===== src/rtl/bxu_pkg.sv =====
// Package: shared constants and the operation encoding used inside the
// bit-manipulation execution unit. Assumes a 32-bit instruction word.
package bxu_pkg;

    localparam logic [6:0] BX_OPCODE = 7'b0001011;

    typedef enum logic [3:0] {
        BX_NONE,
        BX_EXT_S,
        BX_EXT_U,
        BX_LZ_INV,
        BX_LZ,
        BX_ROR,
        BX_ROR_W,
        BX_REV,
        BX_REV_W,
        BX_ZTEST
    } bx_op_e;

endpackage


===== src/rtl/bxu_decode.sv =====
// Module: bxu_decode
// Turns an instruction word into an internal operation code plus the two
// 6-bit immediate fields. Flags whether the word carries the custom opcode
// (claim), whether it is a legal member of the group with the group enabled
// (legal), and whether an extract has an inverted field (empty).
// Assumes: purely combinational; the caller qualifies outputs with a strobe.
module bxu_decode
    import bxu_pkg::*;
(
    input  logic [31:0] instr,
    input  logic        enable,
    output bx_op_e      op,
    output logic [5:0]  fld_hi,
    output logic [5:0]  fld_lo,
    output logic [4:0]  rd,
    output logic        claim,
    output logic        legal,
    output logic        empty
);

    logic [2:0] funct3;
    logic [6:0] top7;
    logic [4:0] mid5;
    logic       unused_rs1_bits;

    assign funct3 = instr[14:12];
    assign top7   = instr[31:25];
    assign mid5   = instr[24:20];
    assign fld_hi = instr[31:26];
    assign fld_lo = instr[25:20];
    assign rd     = instr[11:7];
    assign claim  = (instr[6:0] == BX_OPCODE);
    // Source index is resolved by the register file, not here.
    assign unused_rs1_bits = ^instr[19:15];

    // Pattern match of funct3 and upper bits onto an operation.
    always_comb begin
        op = BX_NONE;
        unique case (funct3)
            3'b010: op = BX_EXT_S;
            3'b011: op = BX_EXT_U;
            3'b001: begin
                if (top7[6:1] == 6'b000100) begin
                    op = BX_ROR;
                end else if (top7 == 7'b0001010) begin
                    op = BX_ROR_W;
                end else if (mid5 == 5'd0) begin
                    case (top7)
                        7'b1000010: op = BX_LZ_INV;
                        7'b1000011: op = BX_LZ;
                        7'b1000001: op = BX_REV;
                        7'b1001000: op = BX_REV_W;
                        7'b1000000: op = BX_ZTEST;
                        default:    op = BX_NONE;
                    endcase
                end
            end
            default: op = BX_NONE;
        endcase
    end

    // Legality needs the opcode, the group enable and a matched pattern.
    assign legal = claim && enable && (op != BX_NONE);

    // An extract with lo above hi writes nothing.
    assign empty = ((op == BX_EXT_S) || (op == BX_EXT_U)) && (fld_lo > fld_hi);

endmodule


===== src/rtl/bxu_lzc.sv =====
// Module: bxu_lzc
// Counts leading zeros of a W-bit operand; an all-zero operand gives W.
// Assumes: W is a power of two; combinational.
module bxu_lzc #(
    parameter int W  = 64,
    localparam int CW = $clog2(W) + 1
) (
    input  logic [W-1:0]  operand,
    output logic [CW-1:0] count
);

    // Scan upward so the highest set bit decides the count.
    always_comb begin
        count = CW'(W);
        for (int i = 0; i < W; i++) begin
            if (operand[i]) count = CW'(W - 1 - i);
        end
    end

endmodule


===== src/rtl/bxu_alu.sv =====
// Module: bxu_alu
// Computes every operation of the group in parallel and selects one.
// Assumes: XLEN is 64, so the 6-bit immediates span the full register;
// the low-word forms act on bits 31:0. Combinational.
module bxu_alu
    import bxu_pkg::*;
#(
    parameter int XLEN = 64,
    localparam int NB   = XLEN / 8,
    localparam int SHW  = $clog2(XLEN),
    localparam int CW   = SHW + 1
) (
    input  bx_op_e            op,
    input  logic [XLEN-1:0]   src,
    input  logic [5:0]        fld_hi,
    input  logic [5:0]        fld_lo,
    output logic [XLEN-1:0]   result
);

    logic [SHW:0]      left_amt;
    logic [SHW:0]      right_amt;
    logic [XLEN-1:0]   up;
    logic [XLEN-1:0]   ext_u;
    logic [XLEN-1:0]   ext_s;
    logic [CW-1:0]     lz_plain;
    logic [CW-1:0]     lz_inv;
    logic [2*XLEN-1:0] ror_dbl;
    logic [63:0]       rorw_dbl;
    logic [XLEN-1:0]   ror_full;
    logic [XLEN-1:0]   ror_word;
    logic [XLEN-1:0]   rev_full;
    logic [31:0]       rev_lo;
    logic [XLEN-1:0]   rev_word;
    logic [XLEN-1:0]   zmask;

    // Bitfield extract: push the field to the top, then shift it down.
    always_comb begin
        left_amt  = (SHW+1)'(XLEN - 1) - (SHW+1)'(fld_hi);
        right_amt = left_amt + (SHW+1)'(fld_lo);
        up        = src << left_amt;
        ext_u     = up >> right_amt;
        ext_s     = XLEN'($signed(up) >>> right_amt);
    end

    // Leading-zero counters on the source and its complement.
    bxu_lzc #(.W(XLEN)) u_lz_plain (.operand(src),  .count(lz_plain));
    bxu_lzc #(.W(XLEN)) u_lz_inv   (.operand(~src), .count(lz_inv));

    // Rotations: double the operand and shift right.
    always_comb begin
        ror_dbl  = {src, src} >> fld_lo;
        ror_full = ror_dbl[XLEN-1:0];
        rorw_dbl = {src[31:0], src[31:0]} >> fld_lo[4:0];
        ror_word = {{(XLEN-32){rorw_dbl[31]}}, rorw_dbl[31:0]};
    end

    // Byte reversal and per-byte zero test, one slice per byte.
    for (genvar g = 0; g < NB; g++) begin : g_byte
        assign rev_full[8*g +: 8] = src[XLEN-8-8*g +: 8];
        assign zmask[8*g +: 8]    = {8{~|src[8*g +: 8]}};
    end
    for (genvar g = 0; g < 4; g++) begin : g_word_byte
        assign rev_lo[8*g +: 8] = src[24-8*g +: 8];
    end
    assign rev_word = {{(XLEN-32){rev_lo[31]}}, rev_lo};

    // Result selection by operation.
    always_comb begin
        unique case (op)
            BX_EXT_S:  result = ext_s;
            BX_EXT_U:  result = ext_u;
            BX_LZ_INV: result = XLEN'(lz_inv);
            BX_LZ:     result = XLEN'(lz_plain);
            BX_ROR:    result = ror_full;
            BX_ROR_W:  result = ror_word;
            BX_REV:    result = rev_full;
            BX_REV_W:  result = rev_word;
            BX_ZTEST:  result = zmask;
            default:   result = '0;
        endcase
    end

endmodule


===== src/rtl/bitmanip_xu.sv =====
// Module: bitmanip_xu
// Top of the bit-manipulation execution unit. Decodes one instruction per
// strobe, computes the result and registers destination, result, write
// enable and illegal flag one cycle later.
// Assumes: a 64-bit core; the register file applies the write and the core
// turns the illegal flag into a trap.
module bitmanip_xu
    import bxu_pkg::*;
#(
    parameter int XLEN = 64
) (
    input  logic            clk,
    input  logic            rst_n,
    input  logic            in_valid,
    input  logic [31:0]     in_instr,
    input  logic [XLEN-1:0] in_rs1,
    input  logic            in_ext_en,
    output logic [4:0]      out_rd,
    output logic [XLEN-1:0] out_result,
    output logic            out_wen,
    output logic            out_illegal
);

    bx_op_e          dec_op;
    logic [5:0]      dec_hi;
    logic [5:0]      dec_lo;
    logic [4:0]      dec_rd;
    logic            dec_claim;
    logic            dec_legal;
    logic            dec_empty;
    logic [XLEN-1:0] alu_result;

    bxu_decode u_decode (
        .instr  (in_instr),
        .enable (in_ext_en),
        .op     (dec_op),
        .fld_hi (dec_hi),
        .fld_lo (dec_lo),
        .rd     (dec_rd),
        .claim  (dec_claim),
        .legal  (dec_legal),
        .empty  (dec_empty)
    );

    bxu_alu #(.XLEN(XLEN)) u_alu (
        .op     (dec_op),
        .src    (in_rs1),
        .fld_hi (dec_hi),
        .fld_lo (dec_lo),
        .result (alu_result)
    );

    // Output register: flags every cycle, data only on a strobe.
    always_ff @(posedge clk) begin
        if (!rst_n) begin
            out_wen     <= 1'b0;
            out_illegal <= 1'b0;
            out_rd      <= '0;
            out_result  <= '0;
        end else begin
            out_wen     <= in_valid && dec_legal && !dec_empty;
            out_illegal <= in_valid && dec_claim && !dec_legal;
            if (in_valid) begin
                out_rd     <= dec_rd;
                out_result <= alu_result;
            end
        end
    end


    wen_illegal_excl_chk: assert property (@(posedge clk) disable iff (!rst_n)
        !(out_wen && out_illegal));


    flag_needs_strobe_chk: assert property (@(posedge clk) disable iff (!rst_n)
        (out_wen || out_illegal) |-> $past(in_valid));


    foreign_opcode_chk: assert property (@(posedge clk) disable iff (!rst_n)
        (in_valid && in_instr[6:0] != BX_OPCODE) |=> (!out_wen && !out_illegal));


    disabled_reject_chk: assert property (@(posedge clk) disable iff (!rst_n)
        (in_valid && !in_ext_en && in_instr[6:0] == BX_OPCODE) |=> (out_illegal && !out_wen));


    empty_field_chk: assert property (@(posedge clk) disable iff (!rst_n)
        (in_valid && in_ext_en && in_instr[6:0] == BX_OPCODE && in_instr[14:13] == 2'b01
         && in_instr[25:20] > in_instr[31:26]) |=> (!out_wen && !out_illegal));


    ror_word_sext_chk: assert property (@(posedge clk) disable iff (!rst_n)
        (in_valid && dec_legal && dec_op == BX_ROR_W)
        |=> (out_result[XLEN-1:32] == {(XLEN-32){out_result[31]}}));


    rev_word_sext_chk: assert property (@(posedge clk) disable iff (!rst_n)
        (in_valid && dec_legal && dec_op == BX_REV_W)
        |=> (out_result[XLEN-1:32] == {(XLEN-32){out_result[31]}}));

endmodule


===== config.mk =====
export PLATFORM = sky130hd
export DESIGN_NAME = bitmanip_xu
export DESIGN_NICKNAME = d
export VERILOG_FILES = /design/src/rtl/bxu_pkg.sv /design/src/rtl/bxu_decode.sv /design/src/rtl/bxu_lzc.sv /design/src/rtl/bxu_alu.sv /design/src/rtl/bitmanip_xu.sv
export SDC_FILE = /design/constraint.sdc
export NUM_CORES = 1
export LEC_CHECK = 0
export ABC_AREA = 1
export BUFFER_PORTS_ARGS = -buffer_cell sky130_fd_sc_hd__buf_2
export CAP_MARGIN = 20
export CORE_UTILIZATION = 40
export DETAILED_ROUTE_END_ITERATION = 8
export SYNTH_ARGS = -nofsm -noshare
export SYNTH_HDL_FRONTEND = slang
export SYNTH_SLANG_ARGS = --single-unit

===== constraint.sdc =====
create_clock -name clk -period 5.7 [get_ports clk]
set_input_delay 1.71 -clock clk [delete_from_list [all_inputs] [get_ports clk]]
set_output_delay 1.71 -clock clk [all_outputs]
set_load 0.02 [all_outputs]

==> impl_summary.md <==
Clock network
For this design, the sink count on the clock tree is 71. The tree is rooted in a clkbuf_16. TritonCTS created 9 clock buffers. The count of hold buffers inserted by post-cts repair is 0. The maximum level of the CTS H-tree is 3.

The later-pin clock latency in the skew report is 0.34 ns. After clock tree synthesis, the clock-pin slew on the worst setup and hold paths is 0.06 ns. No sink is reached through more buffers than the 2 on the longest clock path. The TritonCTS clock tree is done.

Setup path
The kind of critical path is input port to flop. For this run, the slowest stage of the critical path takes 0.34 ns. The required time at the worst-slack endpoint is 5.98 ns. The cell type with the highest occurrence count on the critical path is o21ai_0. The nature of the critical path endpoint is a flop. Of all nets on the critical path, the largest fanout is 25. The data arrival time of the critical path is 5.88 ns. STA classifies the critical path startpoint as an input port. On the critical path the largest part of the delay comes from compound AO/OA/AOI/OAI gates. The slowest stage cell on the critical path is or2_2.

The number of buffers and inverters on the critical path is 7.

Job
Across the run, the number of max-cap violations was 0.

STA
For the pin with the worst max-slew slack, the measured transition is 0.948 ns. The worst path needs 5.60 ns of the cycle, external delays included. The relative max-transition margin is 35.0%. The fmax is 0.178 GHz. The number of slew-limit violations in the final report is 0. Of the available clock period, the critical path in the final layout requires 98.3%. Setup violations remaining at the end of the flow were counted as 0. The worst-case clock skew is 0 ns. The count of endpoints failing hold in the final timing report is 0.

Setup repair after global routing could not meet its margin everywhere.

Route
The average wire per standard cell is 24.0 microns. The number of DRC markers in iteration 0 is 3950. The first TritonRoute pass finished after 7 iterations. The routed layout has 28400 vias. Using the TritonRoute via totals, the vias-per-cell ratio works out to 5.87. The total length of routed wires is 116 mm. Once detail routing completed, the nets flagged for antenna violations numbered 0. The DRC violation count after routing is 0.

Power and ir drop
Net switching is 52.6% of the power. The clock power share is 12.5%. The share of total power in combinational logic is 76.5%. The analysis attributes to net switching a power of 2.55 mW. The internal portion of the total power is 2.30 mW. For this design the static power due to leakage is 12.3 nW.

The worst IR drop on VDD is 210 uV. In this run the power density over the cells is 192 nW/um^2. The proportion of power drawn by flip-flops and latches is 11.0%. After layout, the design draws a total of 4.85 mW.

Die
The standard cell core area is 45700 sq um. The area of the die is 47400 sq um. The die is 218 microns wide. Once the floorplan was initialized, standard cells occupied 40.7% of the core. Measured along the y axis, the die boundary spans 218 microns. The floorplan has 78 rows. 171 I/O pins were placed.

Placed design
Including well taps, the total number of placed cells is 4814. Buffers placed on the I/O ports in this run total 165. Detailed placement finished with a half-perimeter wire length of 96.9 mm.

The global placer's final weighted congestion is 1.14.

Yosys
Yosys mapped the design onto 61 distinct sky130hd cell types. The net count after synthesis is 3767. Yosys mapped a number of flops with a built-in enable equal to 0. In this run, synthesis produced a sequential element count of 71. During synthesis, Yosys emitted a total of 0 warnings. In the synthesized netlist the async set-or-reset flop fraction comes to 0%. Synthesis produced 3659 cells. The share of the synthesized area in the top cell type is 25.3%.

The leading area contributor after synthesis is nand2_1. For this run, the register share of the synthesized area comes to 7.64%. The post-synth design cell area is 18600 sq um. Among all flip-flop cells after synthesis, the most frequent one is dfxtp_1. The mean post-synth cell area is 5.09 sq um. Yosys attributes the largest share of cell area to nand2_1 25%, o21ai_0 19%, mux2i_1 7.9%.

GRT
The initial antenna violation count is 5. The all-layer global routing usage is 48.0%. The pin count of the biggest net entering global routing is 74. The via count of the first global-routing pass is 25600. The wire length of the first global-routing pass is 167 mm.

Global routing finished with a remaining overflow of 0.

Layout
Relative to the synthesized area, the layout overhead comes to 35.6%. The ratio of cells with drive above 1 in the final layout is 22.9%. For this run, the post-layout net count is 4341. The final cell count without fillers is 4841. The final standard cell utilization of the core is 55.3%.

Hold path
In this run the worst hold path is classified as flop to flop.

Status
The run finished with clean final reports.
## Yosys cell counts (36+ instances only)
library cell	number
buf_1	63
o21ai_0	698
nand2_1	1254
mux2i_1	147
a21oi_1	181
clkbuf_1	188
nand3_1	81
dfxtp_1	71
inv_1	270
or2_2	36
o21ai_1	36
nor2_1	255
## per-stage QoR
step                      instance area [sq um]  hold WS, ns  setup WS, ns  TNS, ns
after global placement                    24400        0.451        -0.692    -6.61
after floorplan                           18600        0.538         0.359        0
after detailed placement                  24400        0.455        -0.732    -8.19
final                                     25200        0.458        0.0958        0
after global routing                      25200        0.478        -0.110   -0.179
after CTS                                 24800        0.464       0.00668        0
## kinds of logic (layout without fill, tap and decap cells)
group / count (synthesis) / after routing / synth area share, %
AO/OA/AOI/OAI: 1176 / 1176 / 35.5
XOR/XNOR: 4 / 4 / 0.188
adder cells (fa/ha/maj): 8 / 8 / 0.578
buffers and inverters: 573 / 1152 / 12.6
flip-flops: 71 / 71 / 7.64
multiplexers: 147 / 147 / 7.91
other: 0 / 3 / 0
AND/OR/NAND/NOR: 1680 / 1680 / 35.5
## sequential cells by signal, summed over array words and instances, names as in the netlist
signal / cells
out_result: 64
out_wen: 1
out_rd: 5
out_illegal: 1
## final cells by class
class / instances / area, sq um
flip-flops and latches: 71 / 1420
inverters: 292 / 1150
clock buffers: 11 / 233
well taps: 600 / 751
multi-input cells: 3015 / 15200
fillers: 4999 / 20400
diodes: 3 / 7.51
repair buffers: 844 / 6410
clock inverters: 5 / 82.6
## worst reg2reg max path: cells and delay by family (launching register included)
family / cells / cell delay (ns)
AO/OA/AOI/OAI: 1 / 0.18
flip-flops: 1 / 0.35
AND/OR/NAND/NOR: 1 / 0.07
## worst paths after layout
path | from | end | slack [ns] | depth (start not counted)
max reg2reg | out_result[16]$_SDFFE_PN0P_ | out_result[16]$_SDFFE_PN0P_ | 5.03 | 2
min | out_result[49]$_SDFFE_PN0P_ | out_result[49]$_SDFFE_PN0P_ | 0.46 | 2
max | in_instr[26] | out_result[13]$_SDFFE_PN0P_ | 0.1 | 27
min reg2reg | out_result[49]$_SDFFE_PN0P_ | out_result[49]$_SDFFE_PN0P_ | 0.46 | 2
## cell usage in the layout (no fill, tap or decap), types with 10 or more instances in the layout
cell type,n
o211ai_1,26
clkinv_1,10
o21ai_1,112
inv_2,10
a2111oi_0,13
buf_4,644
buf_2,157
or2_2,36
nand2_1,1245
mux2i_1,140
nor3_1,23
dfxtp_1,71
nand3_1,81
o2111ai_1,22
a31oi_1,27
a211oi_1,28
nand4_1,14
o221ai_1,23
a32oi_1,12
o22ai_1,31
buf_12,33
inv_1,265
o21ai_0,613
a22oi_1,14
nor2_1,252
a21oi_1,179
## routing by layer
metal | global-route usage (%) | share of wire, %
met5 | 0 | 0.019
met4 | 35.1 | 8.5
met3 | 12.8 | 12
met2 | 70.8 | 41
met1 | 59.6 | 39
## power groups by stage
stage	combinational [mW]	sequential [mW]	clock, mW
6_report	3.71	0.535	0.606
5_1_grt	3.94	0.536	0.634
4_1_cts	3.48	0.534	0.610
3_5_place_dp	3.45	0.545	0
3_3_place_gp	3.45	0.543	0
2_1_floorplan	1.71	0.574	0
## timing repair
| item | in CTS | in global routing |
|---|---|---|
| gates resized for setup | 17 | 168 |
| pin swaps | 1 | 15 |
| endpoints found under the hold margin | 0 | 0 |
| endpoints found under the setup margin | 8 | 50 |
| gates cloned | 0 | 0 |
| setup buffers | 0 | 6 |
Power figures use the tool's default switching activity.
